**config.mk**
```make
export PLATFORM = sky130hd
export DESIGN_NAME = cell_guard_ctrl
export DESIGN_NICKNAME = d
export VERILOG_FILES = /design/src/rtl/cg_pkg.sv /design/src/rtl/cg_scan.sv /design/src/rtl/cg_cell_track.sv /design/src/rtl/cg_pulse.sv /design/src/rtl/cell_guard_ctrl.sv
export SDC_FILE = /design/constraint.sdc
export NUM_CORES = 1
export LEC_CHECK = 0
export BUFFER_PORTS_ARGS = -buffer_cell sky130_fd_sc_hd__buf_2
export CAP_MARGIN = 20
export CORE_ASPECT_RATIO = 1.4
export CORE_MARGIN = 2
export CORE_UTILIZATION = 45
export DETAILED_ROUTE_END_ITERATION = 8
export GPL_ROUTABILITY_DRIVEN = 0
export HOLD_SLACK_MARGIN = 0.08
export PLACE_DENSITY = 0.75
export SLEW_MARGIN = 5
export SYNTH_ARGS = -nofsm -noshare
export SYNTH_HDL_FRONTEND = slang
export SYNTH_HIERARCHICAL = 1
export SYNTH_SLANG_ARGS = --single-unit
```
**constraint.sdc**
```tcl
create_clock -name clk -period 5 [get_ports clk]
set_input_delay 1 -clock clk [delete_from_list [all_inputs] [get_ports clk]]
set_output_delay 1 -clock clk [all_outputs]
set_load 0.02 [all_outputs]
```
**src/rtl/cg_pkg.sv**
```systemverilog
package cg_pkg;
    typedef enum logic [1:0] {
        ST_RUN    = 2'd0,
        ST_OVHOLD = 2'd1,
        ST_SLEEP  = 2'd2
    } cg_state_e;
endpackage

```
**src/rtl/cg_scan.sv**
```systemverilog
module cg_scan #(
    parameter int NCELL = 4,
    parameter int SW    = 2
) (
    input  logic          clk,
    input  logic          rst_n,
    input  logic          tick,
    input  logic          three_mode,
    output logic [SW-1:0] sel
);
    localparam logic [SW-1:0] LAST_FULL  = SW'(NCELL - 1);
    localparam logic [SW-1:0] LAST_SHORT = SW'(NCELL - 2);

    logic [SW-1:0] last;
    assign last = three_mode ? LAST_SHORT : LAST_FULL;

    always_ff @(posedge clk) begin
        if (!rst_n)
            sel <= '0;
        else if (tick)
            sel <= (sel >= last) ? '0 : sel + 1'b1;
    end


    short_wrap_chk: assert property (@(posedge clk) disable iff (!rst_n)
        (tick && three_mode) |=> (sel != LAST_FULL));

    full_wrap_chk: assert property (@(posedge clk) disable iff (!rst_n)
        (tick && !three_mode && sel == LAST_FULL) |=> (sel == '0));
endmodule

```
**src/rtl/cg_cell_track.sv**
```systemverilog
module cg_cell_track (
    input  logic clk,
    input  logic rst_n,
    input  logic hit,
    input  logic clr_strk,
    input  logic clr_rel,
    input  logic clr_up,
    input  logic f_ovh,
    input  logic f_ovr,
    input  logic f_uvl,
    input  logic f_uvr,
    output logic ov_cfm,
    output logic uv_cfm,
    output logic rel_ok,
    output logic up_ok
);
    logic ov_strk, uv_strk;

    always_ff @(posedge clk) begin
        if (!rst_n) begin
            ov_strk <= 1'b0;
            uv_strk <= 1'b0;
        end else if (clr_strk) begin
            ov_strk <= 1'b0;
            uv_strk <= 1'b0;
        end else if (hit) begin
            ov_strk <= f_ovh;
            uv_strk <= f_uvl;
        end
    end

    always_ff @(posedge clk) begin
        if (!rst_n || clr_rel)
            rel_ok <= 1'b0;
        else if (hit)
            rel_ok <= f_ovr;
    end

    always_ff @(posedge clk) begin
        if (!rst_n || clr_up)
            up_ok <= 1'b0;
        else if (hit)
            up_ok <= f_uvr;
    end

    assign ov_cfm = hit && f_ovh && ov_strk;
    assign uv_cfm = hit && f_uvl && uv_strk;


    rel_on_scan_chk: assert property (@(posedge clk) disable iff (!rst_n)
        $rose(rel_ok) |-> $past(hit && f_ovr));

    up_on_scan_chk: assert property (@(posedge clk) disable iff (!rst_n)
        $rose(up_ok) |-> $past(hit && f_uvr));
endmodule

```
**src/rtl/cg_pulse.sv**
```systemverilog
module cg_pulse #(
    parameter int PULSE_ON  = 7,
    parameter int PULSE_OFF = 10
) (
    input  logic clk,
    input  logic rst_n,
    input  logic run,
    output logic phase_on
);
    localparam int PMAX = (PULSE_ON > PULSE_OFF) ? PULSE_ON : PULSE_OFF;
    localparam int CW   = $clog2(PMAX + 1);
    localparam logic [CW-1:0] ON_END  = CW'(PULSE_ON - 1);
    localparam logic [CW-1:0] OFF_END = CW'(PULSE_OFF - 1);

    logic [CW-1:0] cnt;

    always_ff @(posedge clk) begin
        if (!rst_n || !run) begin
            cnt      <= '0;
            phase_on <= 1'b1;
        end else if (phase_on) begin
            if (cnt == ON_END) begin
                cnt      <= '0;
                phase_on <= 1'b0;
            end else begin
                cnt <= cnt + 1'b1;
            end
        end else begin
            if (cnt == OFF_END) begin
                cnt      <= '0;
                phase_on <= 1'b1;
            end else begin
                cnt <= cnt + 1'b1;
            end
        end
    end


    pulse_off_in_run_chk: assert property (@(posedge clk) disable iff (!rst_n)
        $fell(phase_on) |-> $past(run));
endmodule

```
**src/rtl/cell_guard_ctrl.sv**
```systemverilog
module cell_guard_ctrl
    import cg_pkg::*;
#(
    parameter int NCELL     = 4,
    parameter int PULSE_ON  = 7,
    parameter int PULSE_OFF = 10,
    localparam int SW       = $clog2(NCELL)
) (
    input  logic             clk,
    input  logic             rst_n,
    input  logic             sample_tick,
    input  logic             three_cell,
    input  logic             chg_req,
    input  logic             wake_chg,
    input  logic             dsg_i_det,
    input  logic [NCELL-1:0] ov_hi,
    input  logic [NCELL-1:0] ov_rel,
    input  logic [NCELL-1:0] uv_lo,
    input  logic [NCELL-1:0] uv_rel,
    output logic             chg_on,
    output logic             dsg_on,
    output logic             asleep,
    output logic [SW-1:0]    cell_sel
);
    localparam logic [NCELL-1:0] MASK_FULL  = '1;
    localparam logic [NCELL-1:0] MASK_SHORT = {1'b0, {(NCELL-1){1'b1}}};

    cg_state_e        state, nxt;
    logic [NCELL-1:0] hit, ov_cfm, uv_cfm, rel_ok, up_ok;
    logic [NCELL-1:0] act;
    logic             all_rel, all_up, any_ov, any_uv, pulse_hi;

    cg_scan #(.NCELL(NCELL), .SW(SW)) u_scan (
        .clk(clk), .rst_n(rst_n), .tick(sample_tick),
        .three_mode(three_cell), .sel(cell_sel)
    );

    for (genvar i = 0; i < NCELL; i++) begin : g_cell
        assign hit[i] = sample_tick && (cell_sel == SW'(i));
        cg_cell_track u_trk (
            .clk(clk), .rst_n(rst_n), .hit(hit[i]),
            .clr_strk(state == ST_SLEEP),
            .clr_rel(state != ST_OVHOLD),
            .clr_up(state != ST_SLEEP),
            .f_ovh(ov_hi[i]), .f_ovr(ov_rel[i]),
            .f_uvl(uv_lo[i]), .f_uvr(uv_rel[i]),
            .ov_cfm(ov_cfm[i]), .uv_cfm(uv_cfm[i]),
            .rel_ok(rel_ok[i]), .up_ok(up_ok[i])
        );
    end

    cg_pulse #(.PULSE_ON(PULSE_ON), .PULSE_OFF(PULSE_OFF)) u_pulse (
        .clk(clk), .rst_n(rst_n),
        .run((state == ST_SLEEP) && wake_chg),
        .phase_on(pulse_hi)
    );

    assign act     = three_cell ? MASK_SHORT : MASK_FULL;
    assign all_rel = &(rel_ok | ~act);
    assign all_up  = &(up_ok | ~act);
    assign any_ov  = |ov_cfm;
    assign any_uv  = |uv_cfm;

    always_comb begin
        nxt = state;
        unique case (state)
            ST_RUN: begin
                if (any_uv)      nxt = ST_SLEEP;
                else if (any_ov) nxt = ST_OVHOLD;
            end
            ST_OVHOLD: begin
                if (any_uv)                nxt = ST_SLEEP;
                else if (all_rel && !any_ov) nxt = ST_RUN;
            end
            ST_SLEEP: begin
                if (wake_chg && all_up) nxt = ST_RUN;
            end
            default: nxt = ST_RUN;
        endcase
    end

    always_ff @(posedge clk) begin
        if (!rst_n) state <= ST_RUN;
        else        state <= nxt;
    end

    always_comb begin
        chg_on = 1'b0;
        dsg_on = 1'b1;
        asleep = 1'b0;
        unique case (state)
            ST_RUN:    chg_on = chg_req;
            ST_OVHOLD: chg_on = chg_req && dsg_i_det;
            ST_SLEEP: begin
                chg_on = chg_req && wake_chg && pulse_hi;
                dsg_on = 1'b0;
                asleep = 1'b1;
            end
            default: chg_on = 1'b0;
        endcase
    end


    sleep_on_tick_chk: assert property (@(posedge clk) disable iff (!rst_n)
        $rose(asleep) |-> $past(sample_tick));

    sleep_exit_wake_chk: assert property (@(posedge clk) disable iff (!rst_n)
        $fell(asleep) |-> $past(wake_chg));

    hold_on_tick_chk: assert property (@(posedge clk) disable iff (!rst_n)
        (state == ST_OVHOLD && $past(state) == ST_RUN) |-> $past(sample_tick));

    chg_needs_req_chk: assert property (@(posedge clk) disable iff (!rst_n)
        chg_on |-> chg_req);
endmodule

```
Word-level counts from Yosys, hierarchy flattened:

Index checks and enable logic that the tools add are counted.

* register bits after elaboration: 25
* input port bits: 23
* output and inout bits: 5

* $add $sub $neg: 2
* $lt $le $gt $ge: 1
* equality and inequality tests: 12
* mux-type cells: 18
* bitwise gates (word level): 4
* reductions and logical operators: 40

Operator list (count)
* logical AND 1 bit: 26
* 2-to-1 mux 4 bit: 4
* 2-to-1 mux 2 bit: 6
* bitwise OR 4 bit: 2
* AND reduction 4 bit: 2
* OR reduction 4 bit: 2
* equality test 2 bit, second input constant: 3
* 2-to-1 mux 1 bit: 6
* inequality test 3 bit, second input constant: 2
* case mux 2 bit (3 select lines): 1
* adder 4 x 1 -> 4 bit, second input constant: 1
* equality test 2 x 1 -> 1 bit, second input constant: 2
* equality test 4 x 3 -> 1 bit, second input constant: 1
* equality test 4 bit, second input constant: 1
* logical NOT 2 bit: 2
* inequality test 2 bit, second input constant: 2
* inverter 4 bit: 1
* logical NOT 1 bit: 3
* logical OR 1 bit: 3
* case mux 1 bit (3 select lines): 1
* AND reduction 3 bit: 1
* adder 2 x 1 -> 2 bit, second input constant: 1
* >= comparator 2 bit: 1
* inequality test 2 x 1 -> 1 bit, second input constant: 1
* 2 further kinds: 2

Logic depth before layout (Yosys ltp):

Gate-level depths: netlist of run 1.

* word-level depth: 10
* mapped depth: 7

Cells and area by module:

Netlist of run 1, hierarchy kept.

By module, submodules not included
* cg_cell_track: times used 4, cells each 16, area an instance 185.2 sq um
* cg_pulse: times used 1, cells each 28, area an instance 246.5 sq um
* cell_guard_ctrl: times used 1, cells each 25, area an instance 191.4 sq um
* cg_scan: times used 1, cells each 12, area an instance 115.1 sq um

Least setup slack after synthesis of run 1:

No wires, ideal clock.

* path type: input port to output port
* start point: in wake_chg
* end point: out chg_on
* data arrival time: 1.395 ns
* path slack: 2.605 ns
* stages on the path: 3
* path through: nand2_1 > o22ai_1 > and2_1

* longest elaborated chain between the ends: 3

Ends and longest elaborated chain
* start, declared: RTL line cell_guard_ctrl.sv:14 `input logic wake_chg,`
* logical AND 1 bit (2 in a row): RTL line cell_guard_ctrl.sv:95 `chg_on = chg_req && wake_chg && pulse_hi;`
* case mux 1 bit (3 select lines): RTL line cell_guard_ctrl.sv:91 `unique case (state)`
* end, declared: RTL line cell_guard_ctrl.sv:20 `output logic chg_on,`

Every way passes these cells.

Worst setup path after layout of run 1:

* start point: reg state[1]
* end point: out dsg_on

* longest elaborated chain between the ends: 2

Ends and longest elaborated chain
* start, declared: RTL line cell_guard_ctrl.sv:28 `cg_state_e state, nxt;`
* start signal, assigned: RTL line cell_guard_ctrl.sv:84 `else state <= nxt;`
* equality test 2 bit: RTL line cell_guard_ctrl.sv:91
* 2-to-1 mux 1 bit: RTL line cell_guard_ctrl.sv:91
* end, declared: RTL line cell_guard_ctrl.sv:21 `output logic dsg_on,`

Every way passes these cells.

==> results of run 1 <==
-- routing by layer --
| metal | share of wire | wire [um] | vias to the layer above | track usage |
|---|---|---|---|---|
| met5 | 0 | 0 | - | 0 |
| met4 | 0.011 | 30 | 0 | 0.08929 |
| met3 | 0.035 | 93 | 4 | 0.02876 |
| met2 | 0.54 | 1460 | 20 | 0.3378 |
| met1 | 0.41 | 1108 | 468 | 0.1906 |
| li1 | - | - | 509 | - |
-- cells by family after synthesis --
kind of cell	share of synthesized area
simple gates	0.2959
mux	0.1238
xor+xnor	0.006771
fa+ha+maj	0.009670
buf+inv	0.06865
compound gates	0.1083
flops	0.3868
-- power by group through the flow --
stage | sequential [W] | combinational [W] | clock, W
finish | 0.000209 | 0.0000485 | 0.000118
CTS | 0.000209 | 0.0000487 | 0.000121
global route | 0.000210 | 0.0000532 | 0.000128
global placement | 0.000213 | 0.0000460 | 0
floorplan | 0.000214 | 0.0000316 | 0
detailed placement | 0.000213 | 0.0000486 | 0
-- path summary, 6_finish.rpt --
| check | endpoint | startpoint |
|---|---|---|
| worst max-delay path | dsg_on | state[1] |
| worst min-delay path | g_cell[3].u_trk/uv_strk | g_cell[3].u_trk/uv_strk |
| worst max register to register | state[0] | u_scan/sel[0] |
| worst min register to register | g_cell[3].u_trk/uv_strk | g_cell[3].u_trk/uv_strk |
-- worst max-delay path, stage by stage, from the launching register on --
cell and delay [ns]:
dfxtp_1 0.41, nor2b_1 0.49, inv_1 0.27, buf_2 0.23
-- sequential cells by signal (all words and copies together), names as in the netlist --
name                  flops
g_cell.u_trk/ov_strk      4
g_cell.u_trk/rel_ok       4
g_cell.u_trk/up_ok        4
g_cell.u_trk/uv_strk      4
state                     2
u_pulse/cnt               4
u_pulse/phase_on          1
u_scan/sel                2
-- per-stage QoR --
step                utilization  cells   power, W
floorplan                     -    129  0.0002458
global route             0.5213    190  0.0003910
CTS                      0.5213    190  0.0003779
finish                   0.5213    190  0.0003757
detailed placement       0.5047    186  0.0002619
global placement         0.5047    186  0.0002589
-- final cells by class --
cell class | instances | area (sq um)
Fill cell | 275 | 1336
Multi-Input combinational cell | 91 | 704.4
Sequential cell | 25 | 500.5
Timing Repair Buffer | 27 | 135.1
Tap cell | 37 | 46.29
Clock buffer | 3 | 41.29
Inverter | 6 | 22.52
Clock inverter | 1 | 5.005
-- placed cells by master (no fill, tap or decap), types with 2 or more instances in the layout --
master | Yosys | layout
buf_2 | 1 | 27
dfxtp_1 | 25 | 25
mux2i_1 | 16 | 16
nor2_1 | 11 | 11
and3_2 | 8 | 8
nor3b_2 | 8 | 8
inv_1 | 5 | 5
nand2_1 | 5 | 5
nand2b_1 | 5 | 5
a21oi_1 | 4 | 4
nor2b_1 | 3 | 3
clkbuf_8 | 0 | 3
and2_1 | 2 | 2
nor3b_1 | 2 | 2
nand3b_1 | 2 | 2
nand3_1 | 2 | 2
o211a_1 | 2 | 2
==> results by group, run 1 <==
Clock network
  • Skew-Pair Late Insertion Delay: 0.27 ns
  • Clock sinks: 25
  • Root Buffer Master: clkbuf_8
  • CTS tree: done
  • Resize count post-CTS: 0
  • Clock buffer depth: 2
  • Clk pin slew, worst setup/hold paths: 0.09 ns
  • Hold-fix buffers at CTS: 0
  • H-tree levels: 1
  • CTS Buf Count: 3
  • Post-CTS Setup Bufs: 0

Pwr
  • Clock Power Share: 0.315
  • Peak VDD IR: a little over 0.2 mV
  • Sequential power share: 0.556
  • Gate power share: 0.129
  • Sw Ratio: 0.2473
  • Power density over cell area: approximately 260 nW/um^2
  • Int Power: 0.0002828 W
  • Static Leak: between 0.6 and 0.7 nW
  • Sw Pwr: between 0.00009 and 0.0001 W

STA
  • Min Tclk post-route: 2.657 ns
  • Max-slew headroom: 0.3779
  • Worst Hold Slack: 0.4924 ns
  • Fin. max-slew vios: 0
  • Tightest Pin Transition: 0.9311 ns
  • Fmax: around 380 MHz
  • Clock skew: ~0.0084 ns
  • Final setup margin: around 2.3 ns
  • Endpoints failing setup: 0
  • Post-route setup TNS: 0 ns
  • Crit share post-route: 0.5315
  • Unrepaired setup endpoints after global routing: no
  • Hold Vio Cnt, Final: 0

Critical path
  • CP Data Arrival Time: 1.66 ns
  • Crit start category: register
  • Req. time, crit path: around 4 ns
  • Critical path type: reg -> out
  • CP Capture Type: output port
  • Critical Path Fanout Max: 8
  • Reg2reg path depth: 5
  • Worst reg2reg setup slack: 3.03 ns

Global routing
  • Vias in the first global route: approximately 1,100
  • Initial antenna violation count: 0
  • Largest net degree at the start of global routing: 19
  • Total gr overflow: 0
  • Gr usage total: 0.1784
  • First-pass GRT wire length: 4.540 mm

Finish
  • NumNets Final: around 180
  • Final instance area: 1455 sq um
  • Layout cells sized above 1: 0.3399
  • Inserted Diodes: 0
  • Area Overhead vs Synth: 12.48%

Placed design
  • Post-DP Area: between 1000 and 1500 sq um
  • Port buffer count: 27
  • Dpl hpwl: 2.047 mm
  • Pre-CTS setup slack: ~2.3 ns

Synth
  • Top-count cell post-synth: dfxtp_1
  • Synthesis Warnings: 6
  • Post-synth top area share: 0.3868
  • Dominant synthesized flop cell: dfxtp_1
  • #FFs+latches synth: 25
  • Post-synth net total: about 150
  • Post-synth top cells: dfxtp_1, mux2i_1, nor2_1, and3_2, nor3b_2
  • Sequential element share of the synthesized area: 0.3868
  • Cells after Synth: 129
  • Syn Area/Cell: 10.03 sq um
  • FFs w/ async S/R, synth: 0
  • Yosys top cell by area: dfxtp_1
  • Top cells by area, synth: dfxtp_1, mux2i_1, nor3b_2
  • Synth unique cells: 40
  • Cell Area, Synth: ~1300 sq um
  • Post-synth EDFFs: 0

Run
  • Number of max-cap violations: 0

Route
  • DR DRC count: 0
  • Via density per instance: between 5 and 6
  • Vias: approximately 1,000
  • DRT Pass-1 Iters: 4
  • DRT Wirelength: 2.692 mm
  • Starting DRT DRC Count: 12
  • Routed Antenna Nets: 0
  • Routed length per instance: between 10 and 15 um

Floorplanning
  • Die Y: 67.44 um
  • Chip Width: 49.32 um
  • Row count: 23
  • I/O pin count: 28
  • Initial Utilization: 0.4635
  • Die area: 3326 sq um
  • Core area: around 2800 sq um

Outcome
  • Status: finished clean

Min path
  • Hold Crit Depth: 2
  • Hold Crit Class: reg -> reg
No activity file was read; power rests on OpenSTA's default activity.
==> run 2, diff against run 1 <==
Clock period 5 ns to 2.57 ns, I/O delays scaled along.
==> results by group, run 2 (synthesis results as in run 1) <==
Placed design
  • Port buffer count: 27
  • Dpl hpwl: around 2 mm

STA
  • Hold Vio Cnt, Final: 0
  • Fin. max-slew vios: 0
  • Endpoints failing setup: 0
  • Max-slew headroom: 0.6084
  • Min Tclk post-route: about 1.8 ns
  • Fmax: 548.3 MHz
  • Unrepaired setup endpoints after global routing: no
  • Crit share post-route: 0.7096
  • Post-route setup TNS: 0 ns
  • Tightest Pin Transition: 0.5852 ns
  • Clock skew: 0.005581 ns

Finish
  • Leading cell type in the layout, fill and taps excluded: buf_2
  • NumNets Final: 180
  • Area Overhead vs Synth: 13.64%
  • Inserted Diodes: 0
  • Commonest cells after routing, fill and taps aside: buf_2, dfxtp_1, mux2i_1, nor2_1
  • Layout fillers: approximately 270
  • Layout cells sized above 1: 0.3484

Clock network
  • CTS tree: done
  • CTS Buf Count: 3
  • Post-CTS Setup Bufs: 0
  • Resize count post-CTS: 0
  • Root Buffer Master: clkbuf_8
  • Hold-fix buffers at CTS: 0
  • Clock sinks: 25
  • Clk pin slew, worst setup/hold paths: approximately 0.09 ns
  • H-tree levels: 1
  • Clock buffer depth: 2
  • Skew-Pair Late Insertion Delay: between 0.2 and 0.3 ns

Pwr
  • Int Power: 0.0005527 W
  • Sw Ratio: 0.2477
  • Sw Pwr: around 0.00018 W
  • Clock Power Share: 0.316
  • Gate power share: 0.132
  • Total power: between 0.0007 and 0.0008 W
  • Power density over cell area: 499.7 nW/um^2
  • Peak VDD IR: 0.4216 mV
  • Static Leak: 0.6182 nW
  • Sequential power share: 0.552

Global routing
  • Gr usage total: 0.1761
  • First-pass GRT wire length: roughly 4.4 mm
  • Vias in the first global route: 1,043
  • Initial antenna violation count: 0
  • Largest net degree at the start of global routing: 19
  • Total gr overflow: 0

Route
  • DRT Wirelength: roughly 2.7 mm
  • Routed Antenna Nets: 0
  • Starting DRT DRC Count: 19
  • DRT Pass-1 Iters: 4
  • Routed length per instance: about 14 um
  • Vias: just over 1,000
  • DR DRC count: 0
  • Via density per instance: about 5.3

Critical path
  • CP startpoint: state[1]
  • CP Capture Type: output port
  • Reg2Reg Launch Point: u_scan/sel[1]
  • Critical Path Fanout Max: 8
  • Crit start category: register
  • Critical path type: reg -> out
  • CP Data Arrival Time: about 1.3 ns
  • Req. time, crit path: approximately 2 ns
  • Worst reg2reg setup slack: 0.77 ns

Floorplanning
  • Core area: around 2800 sq um
  • Chip Width: 49.32 um
  • Die area: roughly 3300 sq um
  • I/O pin count: 28
  • Initial Utilization: 0.4635
  • Die Y: about 67 um
  • Row count: 23

Run
  • Number of max-cap violations: 0

Min path
  • Hold Crit Class: reg -> reg
  • Hold Startpoint: g_cell[1].u_trk/uv_strk

Outcome
  • Status: finished clean
run 2: changes by cell type in the layout (fill, tap and decap cells not counted), sizes merged:
cell,before,now
buf,27,29
run 2: worst paths after layout:
kind / end / cells after the start
worst max register to register: state[0] / 5
worst max-delay path: dsg_on / 4
worst min register to register: g_cell[1].u_trk/uv_strk / 2
worst min-delay path: g_cell[1].u_trk/uv_strk / 2
run 2: power by group through the flow:
stage | Sequential [W] | Combinational [W] | Clock (W)
floorplan | 0.000417 | 0.0000615 | 0
detailed placement | 0.000415 | 0.0000976 | 0
global route | 0.000408 | 0.000108 | 0.000253
finish | 0.000406 | 0.0000968 | 0.000232
CTS | 0.000406 | 0.0000982 | 0.000239
global placement | 0.000414 | 0.0000941 | 0
run 2: metal layers:
layer	GRT usage	routed length (um)
met1	0.1936	1104
met2	0.3260	1431
met3	0.03097	89
met4	0.08571	25
met5	0	0
run 2: final cells by class:
type                            instances  area [sq um]  area share
Multi-Input combinational cell         91         704.4      0.4791
Sequential cell                        25         500.5      0.3404
Timing Repair Buffer                   29         150.1      0.1021
Tap cell                               37         46.29     0.03149
Clock buffer                            3         41.29     0.02809
Inverter                                6         22.52     0.01532
Clock inverter                          1         5.005    0.003404
run 2: critical path, cell delays in order (launching register included):
cell and delay [ns]:
dfxtp_1 0.36, nor2b_1 0.14, buf_4 0.16, inv_1 0.17, buf_2 0.20
run 2: metrics by stage:
step	utilization	hold slack (ns)	cell area [sq um]	setup slack, ns	std cells
floorplan	-	0.4511	1294	0.7338	129
detailed placement	0.5101	0.4695	1424	0.5298	188
global placement	0.5101	0.4657	1424	0.5947	188
CTS	0.5267	0.4940	1470	0.7315	192
finish	0.5267	0.4888	1470	0.7462	192
global route	0.5267	0.5172	1470	0.6454	192
==> run 3, diff against run 2 <==
Clock period 2.57 ns to 1.76 ns, I/O delays scaled along.
==> results by group, run 3 (synthesis results as in run 1) <==
Outcome
  • Status: finished clean

STA
  • Endpoints failing setup: 0
  • Min Tclk post-route: approximately 1.7 ns
  • Tightest Pin Transition: around 0.39 ns
  • Crit share post-route: 0.9450
  • Fmax: 601.2 MHz
  • Post-route setup TNS: 0 ns
  • Fin. max-slew vios: 0
  • Max-slew headroom: 0.7392
  • Hold Vio Cnt, Final: 0
  • Clock skew: roughly 0.0021 ns
  • Unrepaired setup endpoints after global routing: no

Critical path
  • Req. time, crit path: roughly 1.9 ns
  • Critical path type: reg -> reg
  • CP Capture Type: register
  • Reg2reg path depth: 4
  • Crit start category: register
  • CP Data Arrival Time: ~1.9 ns
  • Critical Path Fanout Max: 7

Pwr
  • Peak VDD IR: 0.4487 mV
  • Static Leak: around 0.65 nW
  • Power density over cell area: around 700 nW/um^2

Route
  • DRT Wirelength: 2.806 mm
  • Routed length per instance: about 14 um
  • Via density per instance: roughly 5.5
  • DR DRC count: 0
  • Starting DRT DRC Count: 24
  • Vias: approximately 1,100
  • DRT Pass-1 Iters: 4
  • Routed Antenna Nets: 0

Finish
  • Inserted Diodes: 0
  • Leading cell type in the layout, fill and taps excluded: buf_2
  • Commonest cells after routing, fill and taps aside: buf_2, dfxtp_1, mux2i_1, nor2_1
  • Final core occ: 0.5433
  • Layout cells sized above 1: 0.3789
  • Layout fillers: between 200 and 300
  • NumNets Final: between 150 and 200
  • Area Overhead vs Synth: 17.21%

Run
  • Number of max-cap violations: 0

Clock network
  • Skew-Pair Late Insertion Delay: around 0.27 ns
  • Clock buffer depth: 2
  • Resize count post-CTS: 0
  • Clock sinks: 25
  • Post-CTS Setup Bufs: 0
  • Root Buffer Master: clkbuf_8
  • H-tree levels: 1
  • Clk pin slew, worst setup/hold paths: roughly 0.080 ns
  • CTS tree: done
  • CTS Buf Count: 3
  • Hold-fix buffers at CTS: 0

Floorplanning
  • Row count: 23
  • Chip Width: ~50 um
  • I/O pin count: 28
  • Die Y: slightly below 70 um
  • Initial Utilization: 0.4635
  • Die area: approximately 3300 sq um
  • Core area: between 2000 and 3000 sq um

Global routing
  • Vias in the first global route: between 1,000 and 1,500
  • Initial antenna violation count: 0
  • Total gr overflow: 0
  • Largest net degree at the start of global routing: 19
  • First-pass GRT wire length: between 4 and 5 mm
  • Gr usage total: 0.1847

Placed design
  • Port buffer count: 27
  • Dpl hpwl: 2.226 mm

Min path
  • Hold Crit Class: in -> reg
  • Hold Crit Depth: 3
## run 3: cell types whose count changed in the layout (fill, tap and decap cells not counted)
cell,change
clkbuf_1,+1
buf_4,+6
dfxtp_2,+2
clkinv_2,-1
dfxtp_1,-2
## run 3: where the power goes
part	total (W)	internal, W	leakage [nW]	switching, W
sequential	0.000594	0.000580	0.203	0.0000140
clock	0.000332	0.000162	0.0228	0.000171
combinational	0.000150	0.0000762	0.422	0.0000734
## run 3: path summary, 6_finish.rpt
check                                          endpoint                     from  slack, ns
worst max register to register                 state[0]            u_scan/sel[1]        0.1
worst max-delay path                           state[0]            u_scan/sel[1]        0.1
worst min register to register  g_cell[0].u_trk/uv_strk  g_cell[0].u_trk/uv_strk       0.49
worst min-delay path            g_cell[3].u_trk/ov_strk                 ov_hi[3]       0.34
## run 3: area by class of cell
type                            count  area [sq um]  share of cell area
Multi-Input combinational cell     91         704.4              0.4645
Tap cell                           37         46.29             0.03053
Inverter                            6         22.52             0.01485
Sequential cell                    25         503.0              0.3317
Clock buffer                        4         45.04             0.02970
Timing Repair Buffer               35         195.2              0.1287
## run 3: metrics by stage
step | worst slack, ns | hold slack, ns | power [W] | std cells | cell area (sq um)
finish | 0.09678 | 0.3401 | 0.001076 | 198 | 1516
global route | 0.0007704 | 0.3611 | 0.001123 | 198 | 1516
CTS | 0.08305 | 0.3375 | 0.001088 | 198 | 1516
detailed placement | -0.009811 | 0.4803 | 0.0007574 | 194 | 1471
global placement | 0.04886 | 0.4688 | 0.0007530 | 194 | 1471
floorplan | 0.02773 | 0.4511 | 0.0006993 | 129 | 1296
## run 3: layer usage
metal | vias to the layer above | GRT usage | routed length (um)
met1 | 522 | 0.1706 | 1010
met4 | 0 | 0.1321 | 97
li1 | 527 | - | -
met2 | 24 | 0.3716 | 1627
met5 | - | 0 | 0
met3 | 11 | 0.01991 | 71
## run 3: worst max-delay path, cell delays in order (launching register included)
cell     delay, ns
dfxtp_2       0.38
and3b_1       0.22
and3_2        0.22
or4_4         0.54
nor4b_2       0.22
